### src/rtl/das_pkg.sv
package das_pkg;
  localparam int CH_W       = 2;
  localparam int RES_W      = 10;
  localparam int LEAD_ZEROS = 4;
  localparam int FRAME_W    = LEAD_ZEROS + CH_W + RES_W;
  localparam logic [3:0] BYTE_BITS = 4'd8;

  typedef enum logic [2:0] {
    ST_IDLE,
    ST_CMD,
    ST_DACK,
    ST_SEND,
    ST_HACK,
    ST_WAIT
  } das_state_t;
endpackage

### src/rtl/das_line_monitor.sv
module das_line_monitor #(
  parameter int STAGES = 2
) (
  input  logic clk,
  input  logic rst_n,
  input  logic scl_i,
  input  logic sda_i,
  output logic sda_o,
  output logic scl_rise_o,
  output logic scl_fall_o,
  output logic start_o,
  output logic stop_o
);
  localparam int TOP = STAGES - 1;

  logic [STAGES-1:0] scl_sh, sda_sh;
  logic scl_p, sda_p;
  logic scl_s, sda_s;

  always_ff @(posedge clk or negedge rst_n) begin
    if (!rst_n) begin
      scl_sh <= '1;
      sda_sh <= '1;
      scl_p  <= 1'b1;
      sda_p  <= 1'b1;
    end else begin
      scl_sh <= {scl_sh[STAGES-2:0], scl_i};
      sda_sh <= {sda_sh[STAGES-2:0], sda_i};
      scl_p  <= scl_sh[TOP];
      sda_p  <= sda_sh[TOP];
    end
  end

  assign scl_s      = scl_sh[TOP];
  assign sda_s      = sda_sh[TOP];
  assign sda_o      = sda_s;
  assign scl_rise_o = scl_s & ~scl_p;
  assign scl_fall_o = ~scl_s & scl_p;
  assign start_o    = scl_s & scl_p & sda_p & ~sda_s;
  assign stop_o     = scl_s & scl_p & ~sda_p & sda_s;
endmodule

### src/rtl/das_cmd_decode.sv
module das_cmd_decode #(
  parameter logic [3:0] DEV_ID = 4'b1001
) (
  input  logic [7:0] cmd_i,
  output logic       accept_o,
  output logic       auto_o,
  output logic [1:0] ch_o
);
  logic id_hit, is_conv, is_read;

  assign id_hit   = (cmd_i[7:4] == DEV_ID);
  assign is_conv  = ~cmd_i[3];
  assign is_read  = cmd_i[0];
  assign accept_o = id_hit & is_conv & is_read;
  assign auto_o   = (cmd_i[2:1] == 2'b11);
  assign ch_o     = cmd_i[2:1];
endmodule

### src/rtl/das_chan_step.sv
module das_chan_step #(
  parameter int NUM_CH = 3
) (
  input  logic [1:0] cur_i,
  output logic [1:0] nxt_o
);
  localparam logic [1:0] LAST = 2'(NUM_CH - 1);

  assign nxt_o = (cur_i >= LAST) ? 2'd0 : cur_i + 2'd1;
endmodule

### src/rtl/das_cmd_engine.sv
module das_cmd_engine
  import das_pkg::*;
#(
  parameter int         NUM_CH      = 3,
  parameter logic [3:0] DEV_ID      = 4'b1001,
  parameter int         SYNC_STAGES = 2
) (
  input  logic             clk,
  input  logic             rst_n,
  input  logic             scl_i,
  input  logic             sda_i,
  input  logic             conv_done_i,
  input  logic [RES_W-1:0] conv_data_i,
  output logic             sda_pd_o,
  output logic             conv_req_o,
  output logic [CH_W-1:0]  conv_ch_o,
  output logic             sample_o
);
  logic sda_q, scl_rise, scl_fall, start_ev, stop_ev;
  logic dec_accept, dec_auto;
  logic [1:0] dec_ch, ch_step;

  das_state_t state_q, state_n;
  logic [3:0] cnt_q, cnt_n;
  logic       hi_q, hi_n;
  logic [7:0] shreg_q, shreg_n;
  logic [CH_W-1:0] ch_q, ch_n;
  logic       auto_q, auto_n;
  logic [RES_W-1:0] res_q, res_n;
  logic       req_q, req_n;
  logic       samp_q, samp_n;
  logic       pd_q, pd_n;
  logic       hack_q, hack_n;
  logic [FRAME_W-1:0] frame_w;

  das_line_monitor #(.STAGES(SYNC_STAGES)) u_line (
    .clk(clk), .rst_n(rst_n), .scl_i(scl_i), .sda_i(sda_i),
    .sda_o(sda_q), .scl_rise_o(scl_rise), .scl_fall_o(scl_fall),
    .start_o(start_ev), .stop_o(stop_ev)
  );

  das_cmd_decode #(.DEV_ID(DEV_ID)) u_dec (
    .cmd_i(shreg_q), .accept_o(dec_accept), .auto_o(dec_auto), .ch_o(dec_ch)
  );

  das_chan_step #(.NUM_CH(NUM_CH)) u_step (
    .cur_i(ch_q), .nxt_o(ch_step)
  );

  assign frame_w = {{LEAD_ZEROS{1'b0}}, ch_q, res_q};

  // bit 15 - {hi,pos} of the frame, i.e. MSB first within each byte
  function automatic logic pick_bit(input logic [FRAME_W-1:0] f,
                                    input logic hi, input logic [2:0] pos);
    pick_bit = f[{~hi, ~pos}];
  endfunction

  always_comb begin
    state_n = state_q;
    cnt_n   = cnt_q;
    hi_n    = hi_q;
    shreg_n = shreg_q;
    ch_n    = ch_q;
    auto_n  = auto_q;
    res_n   = res_q;
    req_n   = req_q;
    samp_n  = samp_q;
    pd_n    = pd_q;
    hack_n  = hack_q;

    if (req_q && conv_done_i) begin
      req_n = 1'b0;
      res_n = conv_data_i;
    end

    if (stop_ev) begin
      state_n = ST_IDLE;
      req_n   = 1'b0;
      samp_n  = 1'b0;
      pd_n    = 1'b0;
    end else if (start_ev) begin
      state_n = ST_CMD;
      cnt_n   = '0;
      samp_n  = 1'b0;
      pd_n    = 1'b0;
    end else begin
      unique case (state_q)
        ST_CMD: begin
          if (scl_rise) begin
            shreg_n = {shreg_q[6:0], sda_q};
            if (cnt_q != BYTE_BITS) cnt_n = cnt_q + 4'd1;
          end else if (scl_fall && cnt_q == BYTE_BITS) begin
            if (dec_accept) begin
              state_n = ST_DACK;
              pd_n    = 1'b1;
              samp_n  = 1'b1;
              req_n   = 1'b1;
              ch_n    = dec_auto ? '0 : dec_ch;
              auto_n  = dec_auto;
            end else begin
              state_n = ST_WAIT;
            end
          end
        end
        ST_DACK: begin
          if (scl_fall) begin
            state_n = ST_SEND;
            cnt_n   = '0;
            hi_n    = 1'b0;
            pd_n    = ~pick_bit(frame_w, 1'b0, 3'd0);
          end
        end
        ST_SEND: begin
          if (scl_rise) begin
            samp_n = 1'b0;
            cnt_n  = cnt_q + 4'd1;
          end else if (scl_fall) begin
            if (cnt_q == BYTE_BITS) begin
              pd_n    = 1'b0;
              state_n = ST_HACK;
            end else begin
              pd_n = ~pick_bit(frame_w, hi_q, cnt_q[2:0]);
            end
          end
        end
        ST_HACK: begin
          if (scl_rise) begin
            hack_n = ~sda_q;
            if (hi_q && !sda_q) begin
              samp_n = 1'b1;
              req_n  = 1'b1;
              if (auto_q) ch_n = ch_step;
            end
          end else if (scl_fall) begin
            if (hack_q) begin
              state_n = ST_SEND;
              cnt_n   = '0;
              hi_n    = ~hi_q;
              pd_n    = ~pick_bit(frame_w, ~hi_q, 3'd0);
            end else begin
              state_n = ST_WAIT;
            end
          end
        end
        default: ;
      endcase
    end
  end

  always_ff @(posedge clk or negedge rst_n) begin
    if (!rst_n) begin
      state_q <= ST_IDLE;
      cnt_q   <= '0;
      hi_q    <= 1'b0;
      shreg_q <= '0;
      ch_q    <= '0;
      auto_q  <= 1'b0;
      res_q   <= '0;
      req_q   <= 1'b0;
      samp_q  <= 1'b0;
      pd_q    <= 1'b0;
      hack_q  <= 1'b0;
    end else begin
      state_q <= state_n;
      cnt_q   <= cnt_n;
      hi_q    <= hi_n;
      shreg_q <= shreg_n;
      ch_q    <= ch_n;
      auto_q  <= auto_n;
      res_q   <= res_n;
      req_q   <= req_n;
      samp_q  <= samp_n;
      pd_q    <= pd_n;
      hack_q  <= hack_n;
    end
  end

  assign sda_pd_o   = pd_q;
  assign conv_req_o = req_q;
  assign conv_ch_o  = ch_q;
  assign sample_o   = samp_q;
endmodule

### config.mk
export PLATFORM = sky130hd
export DESIGN_NAME = das_cmd_engine
export DESIGN_NICKNAME = d
export VERILOG_FILES = /design/src/rtl/das_pkg.sv /design/src/rtl/das_line_monitor.sv /design/src/rtl/das_cmd_decode.sv /design/src/rtl/das_chan_step.sv /design/src/rtl/das_cmd_engine.sv
export SDC_FILE = /design/constraint.sdc
export NUM_CORES = 1
export LEC_CHECK = 0
export BUFFER_PORTS_ARGS = -buffer_cell sky130_fd_sc_hd__buf_2
export CAP_MARGIN = 10
export CORE_AREA = 2 2 81 52
export DETAILED_ROUTE_END_ITERATION = 12
export DIE_AREA = 0 0 83 54
export GPL_ROUTABILITY_DRIVEN = 0
export PLACE_DENSITY_LB_ADDON = 0.08
export SYNTH_ARGS = -nofsm -noshare
export SYNTH_HDL_FRONTEND = slang
export SYNTH_SLANG_ARGS = --single-unit
### constraint.sdc
create_clock -name clk -period 2.6 [get_ports clk]
set_input_delay 0.52 -clock clk [delete_from_list [all_inputs] [get_ports clk]]
set_output_delay 0.52 -clock clk [all_outputs]
set_load 0.02 [all_outputs]
# ---- Word level (Yosys, flattened, before mapping)
# Cells that the tools add are included.
dict set report classes {
  eq_ne 38
  n_reduce_logical 18
  order_cmp 3
  add_sub_neg 2
  n_bitwise 21
  n_mux 68
}
# cell count
set ops {}
lappend ops {{$ne 4x4->1 const B} 14}
lappend ops {{$mux 3} 12}
lappend ops {{$mux 1} 32}
lappend ops {{$mux 4} 8}
lappend ops {{$reduce_and 9->1} 3}
lappend ops {{$ne 3x3->1 const B} 7}
lappend ops {{$ne 2x2->1 const B} 10}
lappend ops {{$mux 2} 8}
lappend ops {{$pmux 4 s4} 1}
lappend ops {{$reduce_and 7->1} 2}
lappend ops {{$pmux 3 s4} 1}
lappend ops {{$not 1->1} 11}
lappend ops {{$lt 4x5->1 const B} 2}
lappend ops {{$reduce_and 10->1} 1}
lappend ops {{$reduce_bool 5->1} 2}
lappend ops {{$and 1x1->1} 9}
lappend ops {{$eq 4x4->1 const B} 2}
lappend ops {{$reduce_and 4->1} 2}
lappend ops {{$eq 3x2->1 const B} 2}
lappend ops {{$reduce_and 6->1} 1}
lappend ops {{$reduce_bool 6->1} 1}
lappend ops {{$add 4x1->4 const B} 1}
lappend ops {{$bmux 1 s4} 1}
lappend ops {{$pmux 1 s2} 2}
lappend ops {{12 further kinds} 15}
dict set report totals {
  wordCells 165
  out_inout_bits 5
  in_bits 15
  register_bits 39
}

# ---- Depth between registers and ports, before layout
# Gate-level depths: netlist of run 1.
dict set report depth {
  ltp_word 10
  depth_mapped 7
  depth_no_buf 7
}

# ---- By module
# From an unflattened synthesis of run 1, not the netlist that was laid out.
dict set report unflattened {
  cells_unflattened 196
  hier_area_um2 2110.8
}
# module seq_area_each_um2 cells_each area_each_um2 n_inst
set by_module_without_submodules {}
lappend by_module_without_submodules {das_cmd_engine 825.8 179 1858.0 1}
lappend by_module_without_submodules {das_line_monitor 157.7 10 190.2 1}
lappend by_module_without_submodules {das_cmd_decode 0.0 5 45.0 1}
lappend by_module_without_submodules {das_chan_step 0.0 2 17.5 1}

# ---- Least setup slack after synthesis of run 1
# Ideal clock, no wire load.
dict set report synth_path {
  kind {reg-to-reg}
  startpoint {register state_q[2]}
  endpoint {register ch_q[0], in the netlist conv_ch_o[0]}
  setup_slack_ns 0.684
  stages_incl_launch_ff 8
  setup_ns 0.125
  n_path_buf 2
  required_time_ns 2.475
  synth_period_minus_slack_ns 1.916
  arrival_time_ns 1.791
  path_cell_list {dfrtp_1 buf_2 or3b_1 buf_4 nor2_4 nand4b_1 o21ai_1 mux2_2}
}
dict set report synth_between {
  elab_chain_len 3
  elab_cells_between_ends 11
  cone_classes {eq/ne (8); mux (1); reduce/logical (2)}
}
# item line
set synth_lines {}
lappend synth_lines {{start: declaration} das_cmd_engine.sv:23} ;# das_state_t state_q, state_n;
lappend synth_lines {{start signal: assignment} das_cmd_engine.sv:164} ;# state_q <= state_n;
lappend synth_lines {{$eq 3x3->1 or $eq 3x1->1 (tied branches)} das_cmd_engine.sv:87} ;# unique case (state_q)
lappend synth_lines {{$ne 2x2->1 (no line) or $reduce_bool 2->1 (tied branches)} -}
lappend synth_lines {{$reduce_and 9->1 (no line)} -}
lappend synth_lines {{end signal: assignment} das_cmd_engine.sv:168} ;# ch_q <= ch_n;
lappend synth_lines {{end: declaration} das_cmd_engine.sv:27} ;# logic [CH_W-1:0] ch_q, ch_n;
# Parallel ways exist; a longest one is shown, timed or not.
# A chain may end at the register's enable or synchronous reset.

# ---- Final worst setup path of run 1
dict set report layout_path {
  startpoint {register state_q[0]}
  endpoint {register ch_q[1], in the netlist conv_ch_o[1]}
}
# The elaborated chain is that of the path after synthesis.

==> summary.md, run 1 <==
| Metric | Value |
|---|---|
| Outcome | `completed` |
| Rows | `18` |
| Pleak | `1.01 nW` |
| Cell Chain, Critical Path | `or3b_1, nor2_4, nand4b_1, o21ai_1, mux2_2` |
| Post-synth ARST share | `100%` |
| Root Buffer Master | `clkbuf_8` |
| Setup CP Type | `reg2reg` |
| Syn Inst Count | `183` |
| Slowest stage cell, crit path | `or3b_1` |
| Cell family with most CP delay | `simple AND/OR/NAND/NOR gates` |
| Vias in the first global route | `1474` |
| DR DRC count | `0` |
| Crit start category | `register` |
| Starting density of the core | `54.3%` |
| Final Non-Filler Cells | `253` |
| Antenna viol nets, final | `0` |
| Layout area overhead | `9.51%` |
| EDFF count, synth | `0` |
| Biggest area consumer among synthesized cells | `dfrtp_1` |
| Largest cells by area after synthesis | `dfrtp_1, dfstp_2, mux2_2` |
| Port bufs | `19` |
| Endpoint type of the worst setup path | `register` |
| Initial antenna violation count | `0` |
| CTS Buffer Depth | `2` |
| Post-synthesis sequential area ratio | `47.0%` |
| Synth unique cells | `58` |
| Maximum vdd ir drop | `525 uV` |
| First-iteration detailed-routing DRC count | `146` |
| Clk slew on worst S/H paths | `0.08 ns` |
| Die area | `4480 sq um` |
| Layout Nets | `219` |
| Final slew viol count | `0` |
| CTS buffer count | `5` |
| Period utilisation layout | `87.5%` |
| Die height | `54 um` |
| First-pass GRT wire length | `7290 um` |
| Fin Setup TNS | `0 ns` |
| #FFs+latches synth | `39` |
| Post-Syn Nets | `200` |
| Vias | `1528` |
| CTS Hold Buffers Added | `0` |
| H-tree depth | `2` |
| Clk sink count | `39` |
| Pwr Density | `809 nW/um^2` |
| Minimum clock period | `2.28 ns` |
| Post-Syn Area | `2090 sq um` |
| Layout cells sized above 1 | `26.1%` |
| Slowest stage delay, CP | `0.67 ns` |
| Hold Crit Class | `in2reg` |
| Required @ worst endpoint | `2.78 ns` |
| Fmax | `439 MHz` |
| Total of max-cap violations | `0` |
| Syn_area_per_cell | `11.4 sq um` |
| Max-slew headroom | `42.8%` |
| Antenna diode count | `0` |
| GRT Residual Overflow | `0` |
| Post-DP HPWL | `3170 um` |
| Die width | `83 um` |
| Final Hold Viols | `0` |
| Vias per cell | `6.04` |
| Worst Path Buf+Inv | `0` |
| Largest net degree at the start of global routing | `40` |
| Max FO, Critical Path | `13` |
| Actual slew at the worst max-slew pin | `0.859 ns` |
| RSZ-0062 raised after global routing | `no` |
| Tot GR Track Use | `21.6%` |
| Placed insts | `245` |
| Drt wl/cell | `17.4 um` |
| Post-CTS setup buffers | `0` |
| Core region area | `3850 sq um` |
| TritonRoute pass-1 iters | `4` |
| Total Wirelength | `4400 um` |
| Synth top area share | `39.5%` |
| Setup Skew | `0.00266 ns` |
| I/O pin total | `20` |
| Synth warnings | `0` |
| Clk Latency, worst-skew pair | `0.29 ns` |
| TritonCTS clock tree | `yes` |
| Final Setup Violations | `0` |
| Final hold slack | `0.325 ns` |
| Most common flop cell mapped by yosys | `dfrtp_1` |
| Post-cts resize count | `0` |
| CP Data Arrival Time | `2.45 ns` |
[layer usage]
layer | up-vias | wire length, um | track usage (%)
li1 | 723 | - | -
met1 | 748 | 2250 | 32.5
met3 | 4 | 268 | 5.37
met2 | 53 | 1840 | 29.3
met4 | 0 | 43 | 9.02
met5 | - | 0 | 0
[logic make-up after synthesis]
group / count (synthesis) / synth area share, %
compound gates: 42 / 14.5
xor+xnor: 2 / 0.837
fa+ha+maj: 2 / 1.20
buf+inv: 16 / 3.95
flops: 39 / 47.0
mux: 24 / 15.1
simple gates: 58 / 17.5
[sequential cells by signal, summed over array words and instances, names as in the netlist]
name	cells
conv_req_o	1
auto_q	1
u_line.sda_sh	2
conv_ch_o	2
hack_q	1
u_line.scl_sh	2
u_line.scl_p	1
hi_q	1
sda_pd_o	1
cnt_q	4
shreg_q	8
u_line.sda_p	1
res_q	10
sample_o	1
state_q	3
[cell usage after synthesis (3+ instances only)]
cell	instances
dfrtp_1	33
mux2_2	14
nand2_1	11
inv_1	8
nor2_1	8
mux2_1	7
o21ai_0	7
dfstp_2	6
nand2b_1	6
nand3b_1	5
o21ai_1	5
nand3_1	4
nor2b_1	4
a21oi_1	3
buf_2	3
mux4_1	3
or3_1	3
[stage by stage]
step	setup slack [ns]	util, %	power (mW)	instance area, sq um
2_1_floorplan	0.684	-	1.33	2090
3_3_place_gp	0.484	57.2	1.43	2200
3_5_place_dp	0.378	57.2	1.45	2200
4_1_cts	0.350	59.5	1.86	2290
5_1_grt	0.218	59.5	1.98	2290
6_report	0.324	59.5	1.85	2290
[worst paths after layout]
check / slack (ns) / cells past startpoint / to / start
max: 0.32 / 5 / conv_ch_o[1] / state_q[0]
min: 0.33 / 1 / u_line.sda_sh[0] / sda_i
max reg2reg: 0.32 / 5 / conv_ch_o[1] / state_q[0]
min reg2reg: 0.36 / 0 / u_line.sda_sh[1] / u_line.sda_sh[0]
max in group asynchronous: 1.73 / 1 / hi_q / rst_n
min in group asynchronous: 0.34 / 1 / shreg_q[7] / rst_n
[placed cells by master, fill, tap and decap left out, types with 2 or more instances in the layout]
| master | synthesis | final |
|---|---|---|
| a31oi_1 | 2 | 2 |
| nor4bb_1 | 2 | 2 |
| or3_1 | 3 | 3 |
| a21oi_1 | 3 | 3 |
| o21ai_1 | 5 | 5 |
| nand3_1 | 4 | 4 |
| a211o_1 | 2 | 2 |
| clkbuf_8 | 0 | 5 |
| nand4b_1 | 2 | 2 |
| nor2b_1 | 4 | 4 |
| buf_2 | 3 | 19 |
| nand2b_1 | 6 | 6 |
| o31ai_1 | 2 | 2 |
| o2bb2ai_1 | 2 | 2 |
| a221oi_1 | 2 | 2 |
| o22ai_1 | 2 | 2 |
| nor2_1 | 8 | 8 |
| ha_1 | 2 | 2 |
| o21ai_0 | 7 | 7 |
| a22o_1 | 2 | 2 |
| nand3b_1 | 5 | 5 |
| mux2_2 | 14 | 14 |
| mux2_1 | 7 | 7 |
| dfstp_2 | 6 | 6 |
| inv_1 | 8 | 8 |
| nand2_1 | 11 | 11 |
| mux4_1 | 3 | 3 |
| dfrtp_1 | 33 | 33 |
[final cells by class]
cell class                      count  area, sq um
Clock inverter                      2         13.8
Timing Repair Buffer               20          103
Fill cell                         337         1560
Sequential cell                    39          983
Tap cell                           50         62.6
Multi-Input combinational cell    128         1030
Inverter                            8         30.0
Clock buffer                        6         72.6
[power by group]
| part | switching, mW | total, mW | internal [mW] |
|---|---|---|---|
| Sequential | 0.168 | 0.906 | 0.739 |
| Combinational | 0.255 | 0.546 | 0.290 |
| Clock | 0.211 | 0.401 | 0.189 |
Power figures use the tool's default switching activity.
==> run 2, diff against run 1 <==
- ABC_AREA: unset -> 1
- CORE_AREA: 2 2 81 52 -> 2 2 82 53
- DIE_AREA: 0 0 83 54 -> 0 0 84 55
==> run 2 against run 1 <==
Maximum frequency rose by 13%. Via count increased by 30%. Sequential share of layout area down 2.5 points. Global-route usage grew 2.6 points. Largest cell class unchanged. Largest power group is now combinational logic.
==> summary.md, run 2 <==
| Metric | Value |
|---|---|
| Outcome | `completed` |
| TritonCTS clock tree | `yes` |
| Core region area | `3900 sq um` |
| Fmax | `495 MHz` |
| Post-synthesis sequential area ratio | `45.2%` |
| Initial antenna violation count | `0` |
| Vias | `1980` |
| Setup CP Type | `reg2reg` |
| Post-Syn Nets | `315` |
| Commonest non-fill, non-tap cell in the layout | `nand2_1` |
| Die area | `4620 sq um` |
| RR Endpoint | `conv_ch_o[1]` |
| Fin Setup TNS | `0 ns` |
| Largest net degree at the start of global routing | `40` |
| Rows | `18` |
| RSZ-0062 raised after global routing | `no` |
| Internal power | `1.51 mW` |
| Post-synth ARST share | `100%` |
| CTS Hold Buffers Added | `0` |
| Hold Crit Class | `in2async` |
| Port bufs | `19` |
| Required @ worst endpoint | `2.78 ns` |
| CTS buffer count | `5` |
| Maximum vdd ir drop | `544 uV` |
| Post-route design area | `2430 sq um` |
| Antenna viol nets, final | `0` |
| Combinational Power Share | `47.7%` |
| Biggest area consumer among synthesized cells | `dfrtp_1` |
| Post-place setup slack | `0.628 ns` |
| Layout Nets | `340` |
| Vias per cell | `5.29` |
| Total Wirelength | `4970 um` |
| First-pass GRT wire length | `8490 um` |
| Multi-input logic area | `1040 sq um` |
| Total of max-cap violations | `0` |
| Tot GR Track Use | `24.2%` |
| Most common flop cell mapped by yosys | `dfrtp_1` |
| Max FO, Critical Path | `12` |
| Most frequent cells in the layout | `nand2_1, nor2_1, dfrtp_1` |
| Drt wl/cell | `13.3 um` |
| Switch share | `44.9%` |
| Largest cells by area after synthesis | `dfrtp_1, nand2_1, dfstp_2` |
| Period utilisation layout | `77.7%` |
| Layout area overhead | `12.0%` |
| Pleak | `1.27 nW` |
| R2R Path Start | `cnt_q[0]` |
| Clk sink count | `39` |
| Antenna diode count | `0` |
| Final slew viol count | `0` |
| H-tree depth | `2` |
| Post-Syn Area | `2170 sq um` |
| Max reg flops | `10` |
| Setup Skew | `0.00579 ns` |
| Root Buffer Master | `clkbuf_8` |
| Syn_area_per_cell | `7.30 sq um` |
| Syn Inst Count | `298` |
| Actual slew at the worst max-slew pin | `0.837 ns` |
| Endpoint type of the worst setup path | `register` |
| Minimum clock period | `2.02 ns` |
| Vias in the first global route | `1788` |
| Final Hold Viols | `0` |
| Layout cells sized above 1 | `17.3%` |
| Biggest regs | `res_q x10, shreg_q x8, cnt_q x4` |
| DP Area | `2330 sq um` |
| Synth top area share | `38.0%` |
| Pwr Density | `1120 nW/um^2` |
| Most common cell in the netlist | `nand2_1` |
| Post-DP HPWL | `3790 um` |
| EDFF count, synth | `0` |
| Clock power frac | `16.3%` |
| Filler cell count in the final layout | `361` |
| Final Setup Violations | `0` |
| GRT Residual Overflow | `0` |
| Starting density of the core | `55.8%` |
| Post-route setup slack | `0.580 ns` |
| Post-CTS setup buffers | `0` |
| Seq pwr share | `36.0%` |
| First-iteration detailed-routing DRC count | `191` |
| Die width | `84 um` |
| DR DRC count | `0` |
| Clk Latency, worst-skew pair | `0.29 ns` |
| Crit start category | `register` |
| Synth unique cells | `32` |
| Biggest register | `res_q` |
| R2r setup slk | `0.58 ns` |
| TritonRoute pass-1 iters | `4` |
| CP Data Arrival Time | `2.20 ns` |
| Post-cts resize count | `0` |
| Max-slew headroom | `44.2%` |
| #FFs+latches synth | `39` |
| Clk slew on worst S/H paths | `0.07 ns` |
| CTS Buffer Depth | `2` |
| Sequential cell area | `983 sq um` |
| Die height | `55 um` |
| Synth warnings | `0` |
| FF-to-FF path depth | `11` |
| I/O pin total | `20` |
| Net Switching | `1.23 mW` |
| Synth cell count leaders | `nand2_1, nor2_1, dfrtp_1` |
[run 2: changes by cell type after synthesis, moves of 13 or more]
cell and change:
nand2_1 +77, nor2_1 +31, inv_1 +21, nand3_1 +21
a21oi_1 +13, mux2_2 -13
[run 2: stage by stage]
| step | util, % | power [mW] | hold slack (ns) | cells |
|---|---|---|---|---|
| floorplan | - | 1.96 | 0.224 | 298 |
| global placement | 59.9 | 2.26 | 0.346 | 366 |
| detailed placement | 59.9 | 2.28 | 0.347 | 366 |
| CTS | 62.5 | 2.73 | 0.322 | 374 |
| global route | 62.5 | 3.01 | 0.314 | 374 |
| finish | 62.5 | 2.74 | 0.327 | 374 |
[run 2: logic make-up (layout without fill, tap and decap cells)]
group                      after synthesis  count (layout)  synth area share (%)
buffers and inverters                   39              65                  6.79
adders and majority gates                2               2                  1.15
DFF                                     39              39                  45.2
muxes                                    1               1                 0.518
AOI/OAI and AO/OA                       39              39                  10.1
xor gates and xnor gates                 1               1                 0.403
and+or+nand+nor                        177             177                  35.8
[run 2: layout make-up]
type	instances	area share, %
timing repair buffer	21	4.52
sequential	39	40.4
inverter	36	5.55
multi-input combinational	220	42.9
tap	50	2.57
clock buffer	8	4.11
[run 2: critical path, cell delays in order (launching register included)]
cell	delay, ns
dfrtp_1	0.51
inv_1	0.22
ha_1	0.18
nand2_1	0.07
nor2_1	0.14
nand2_1	0.09
nand2_1	0.12
o21ai_0	0.09
nor3_1	0.26
nand2_1	0.11
nand2_1	0.07
nand2_1	0.05
[run 2: routing by layer]
metal	GRT usage, %	vias up	share of wire (%)
li1	-	1004	-
met1	37.7	919	55
met2	33.3	52	37
met3	6.08	5	7.6
met4	5.38	0	0.72
met5	0	-	0
[run 2: how the worst max path moves through the flow]
stage | startpoint | to | slack, ns | depth (start not counted)
global route | cnt_q[0] | conv_ch_o[0] | 0.35 | 11
global placement | cnt_q[0] | conv_ch_o[0] | 0.72 | 11
detailed placement | cnt_q[0] | conv_ch_o[1] | 0.63 | 11
CTS | cnt_q[0] | conv_ch_o[1] | 0.61 | 11
floorplan | cnt_q[1] | conv_ch_o[0] | 1.00 | 11
finish | cnt_q[0] | conv_ch_o[1] | 0.58 | 11
[run 2: power by group through the flow]
stage / logic [mW] / clock network (mW) / registers (mW)
after floorplan: 0.978 / 0 / 0.978
final: 1.31 / 0.446 / 0.986
after global placement: 1.27 / 0 / 0.991
after detailed placement: 1.28 / 0 / 0.996
after CTS: 1.29 / 0.453 / 0.984
after global routing: 1.51 / 0.481 / 1.02
==> run 3, diff against run 2 <==
- clock period: 2.6 -> 2 ns (I/O delays scaled with it)
==> run 3 against run 2 <==
Clock power increased by 13%. Critical path depth increased by 1. Sequential power increased by 26%. Sequential share of layout area decreased by 0.27 points. Critical endpoint is now state_q[0]. Largest power group unchanged.
==> summary.md, run 3 (synthesis results as in run 2) <==
| Metric | Value |
|---|---|
| Minimum clock period | `1.75 ns` |
| Vias per cell | `5.19` |
| Pleak | `1.28 nW` |
| Clock power frac | `14.4%` |
| Cell Chain, Critical Path | `inv_1, ha_1, nand2_1, nor2_1, nand2_1, nand2_1, inv_1, nand2_1, nand2_1, nor3_2, nand3_1, nand2_1` |
| Max reg flops | `10` |
| GRT Residual Overflow | `0` |
| CP Data Arrival Time | `1.97 ns` |
| Port bufs | `19` |
| Core region area | `3900 sq um` |
| Net Switching | `1.58 mW` |
| Commonest non-fill, non-tap cell in the layout | `nand2_1` |
| TritonRoute pass-1 iters | `4` |
| Drt wl/cell | `12.6 um` |
| Setup Skew | `0.00714 ns` |
| Seq pwr share | `35.4%` |
| Clk sink count | `39` |
| I/O pin total | `20` |
| Maximum vdd ir drop | `667 uV` |
| Die width | `84 um` |
| Final Hold Viols | `0` |
| Layout cells sized above 1 | `18.3%` |
| Filler cell count in the final layout | `369` |
| First-iteration detailed-routing DRC count | `127` |
| Biggest register | `res_q` |
| Crit start category | `register` |
| Die height | `55 um` |
| Starting density of the core | `55.8%` |
| Fmax | `571 MHz` |
| Total Wirelength | `4770 um` |
| CTS buffer count | `5` |
| Required @ worst endpoint | `2.22 ns` |
| Max-slew headroom | `68.7%` |
| Post-route setup slack | `0.248 ns` |
| Max FO, Critical Path | `6` |
| Vias in the first global route | `1693` |
| Most used cell, CP | `nand2_1` |
| RSZ-0062 raised after global routing | `no` |
| Hold Crit Class | `in2async` |
| Slowest stage delay, CP | `0.38 ns` |
| Actual slew at the worst max-slew pin | `0.470 ns` |
| Placed insts | `370` |
| Final slew viol count | `0` |
| TritonCTS clock tree | `yes` |
| Die area | `4620 sq um` |
| H-tree depth | `2` |
| Period utilisation layout | `87.6%` |
| Most frequent cells in the layout | `nand2_1, nor2_1, dfrtp_1` |
| Combinational Power Share | `50.2%` |
| Slowest stage cell, crit path | `dfrtp_1` |
| DR DRC count | `0` |
| Outcome | `completed` |
| First-pass GRT wire length | `8150 um` |
| CTS Buffer Depth | `2` |
| Largest net degree at the start of global routing | `22` |
| Internal power | `1.92 mW` |
| Rows | `18` |
| Total of max-cap violations | `0` |
| Tot GR Track Use | `23.1%` |
| Final Non-Filler Cells | `378` |
| Biggest regs | `res_q x10, shreg_q x8, cnt_q x4` |
| Clk slew on worst S/H paths | `0.07 ns` |
| Cell family with most CP delay | `simple AND/OR/NAND/NOR gates` |
| Setup CP Type | `reg2reg` |
| Post-DP HPWL | `3730 um` |
| Clk Latency, worst-skew pair | `0.29 ns` |
| Root Buffer Master | `clkbuf_8` |
| Pwr Density | `1430 nW/um^2` |
| Switch share | `45.2%` |
| Layout area overhead | `12.7%` |
| Layout Nets | `344` |
| Worst Path Buf+Inv | `2` |
| Vias | `1962` |
| Initial antenna violation count | `0` |
| Post-place setup slack | `0.202 ns` |
| Fin Setup TNS | `0 ns` |
| Final Setup Violations | `0` |
| Endpoint type of the worst setup path | `register` |
| Antenna diode count | `0` |
| Antenna viol nets, final | `0` |
[run 3: layout make-up]
cell class              instances  area, sq um  share of cell area [%]
multi-input cells             220         1050                    42.8
clock inverters                 1         5.00                   0.204
well taps                      50         62.6                    2.55
inverters                      36          135                    5.51
repair buffers                 25          140                    5.72
clock buffers                   7         76.3                    3.11
flip-flops and latches         39          983                    40.1
[run 3: timing repair]
item	in CTS	in global routing
hold buffers	0	0
setup endpoints to repair	0	2
gates resized for setup	0	1
buffers inserted	0	0
[run 3: routing by layer]
layer,vias up,global-route usage (%),part of all wire (%)
met5,-,0,0
met2,45,33.1,38
met1,902,35.9,56
met4,0,4.03,0.57
li1,1010,-,-
met3,5,5.04,4.7
[run 3: final timing paths]
kind                                       start          endpoint  slack [ns]  cells past startpoint
worst max-delay path                    cnt_q[0]        state_q[0]        0.25                     12
worst min register to register  u_line.scl_sh[0]  u_line.scl_sh[1]        0.36                      0
worst max register to register          cnt_q[0]        state_q[0]        0.25                     12
max in group asynchronous                  rst_n      u_line.scl_p        1.36                      2
worst min-delay path                       rst_n          res_q[2]        0.06                      1
min in group clk                           sda_i  u_line.sda_sh[0]        0.21                      1
[run 3: through the flow]
stage	cell area [sq um]	hold WS, ns	utilization (%)	total power, mW
floorplan	2170	0.104	-	2.54
global placement	2360	0.348	60.7	2.96
detailed placement	2360	0.349	60.7	2.98
CTS	2450	0.0772	62.8	3.49
global route	2450	0.0857	62.9	3.85
finish	2450	0.0596	62.9	3.50
[run 3: power by group through the flow]
stage	Sequential (mW)	Combinational [mW]	Clock (mW)
after CTS	1.24	1.74	0.517
after global placement	1.25	1.72	0
after floorplan	1.27	1.27	0
final	1.24	1.76	0.503
after global routing	1.28	2.02	0.559
after detailed placement	1.25	1.73	0
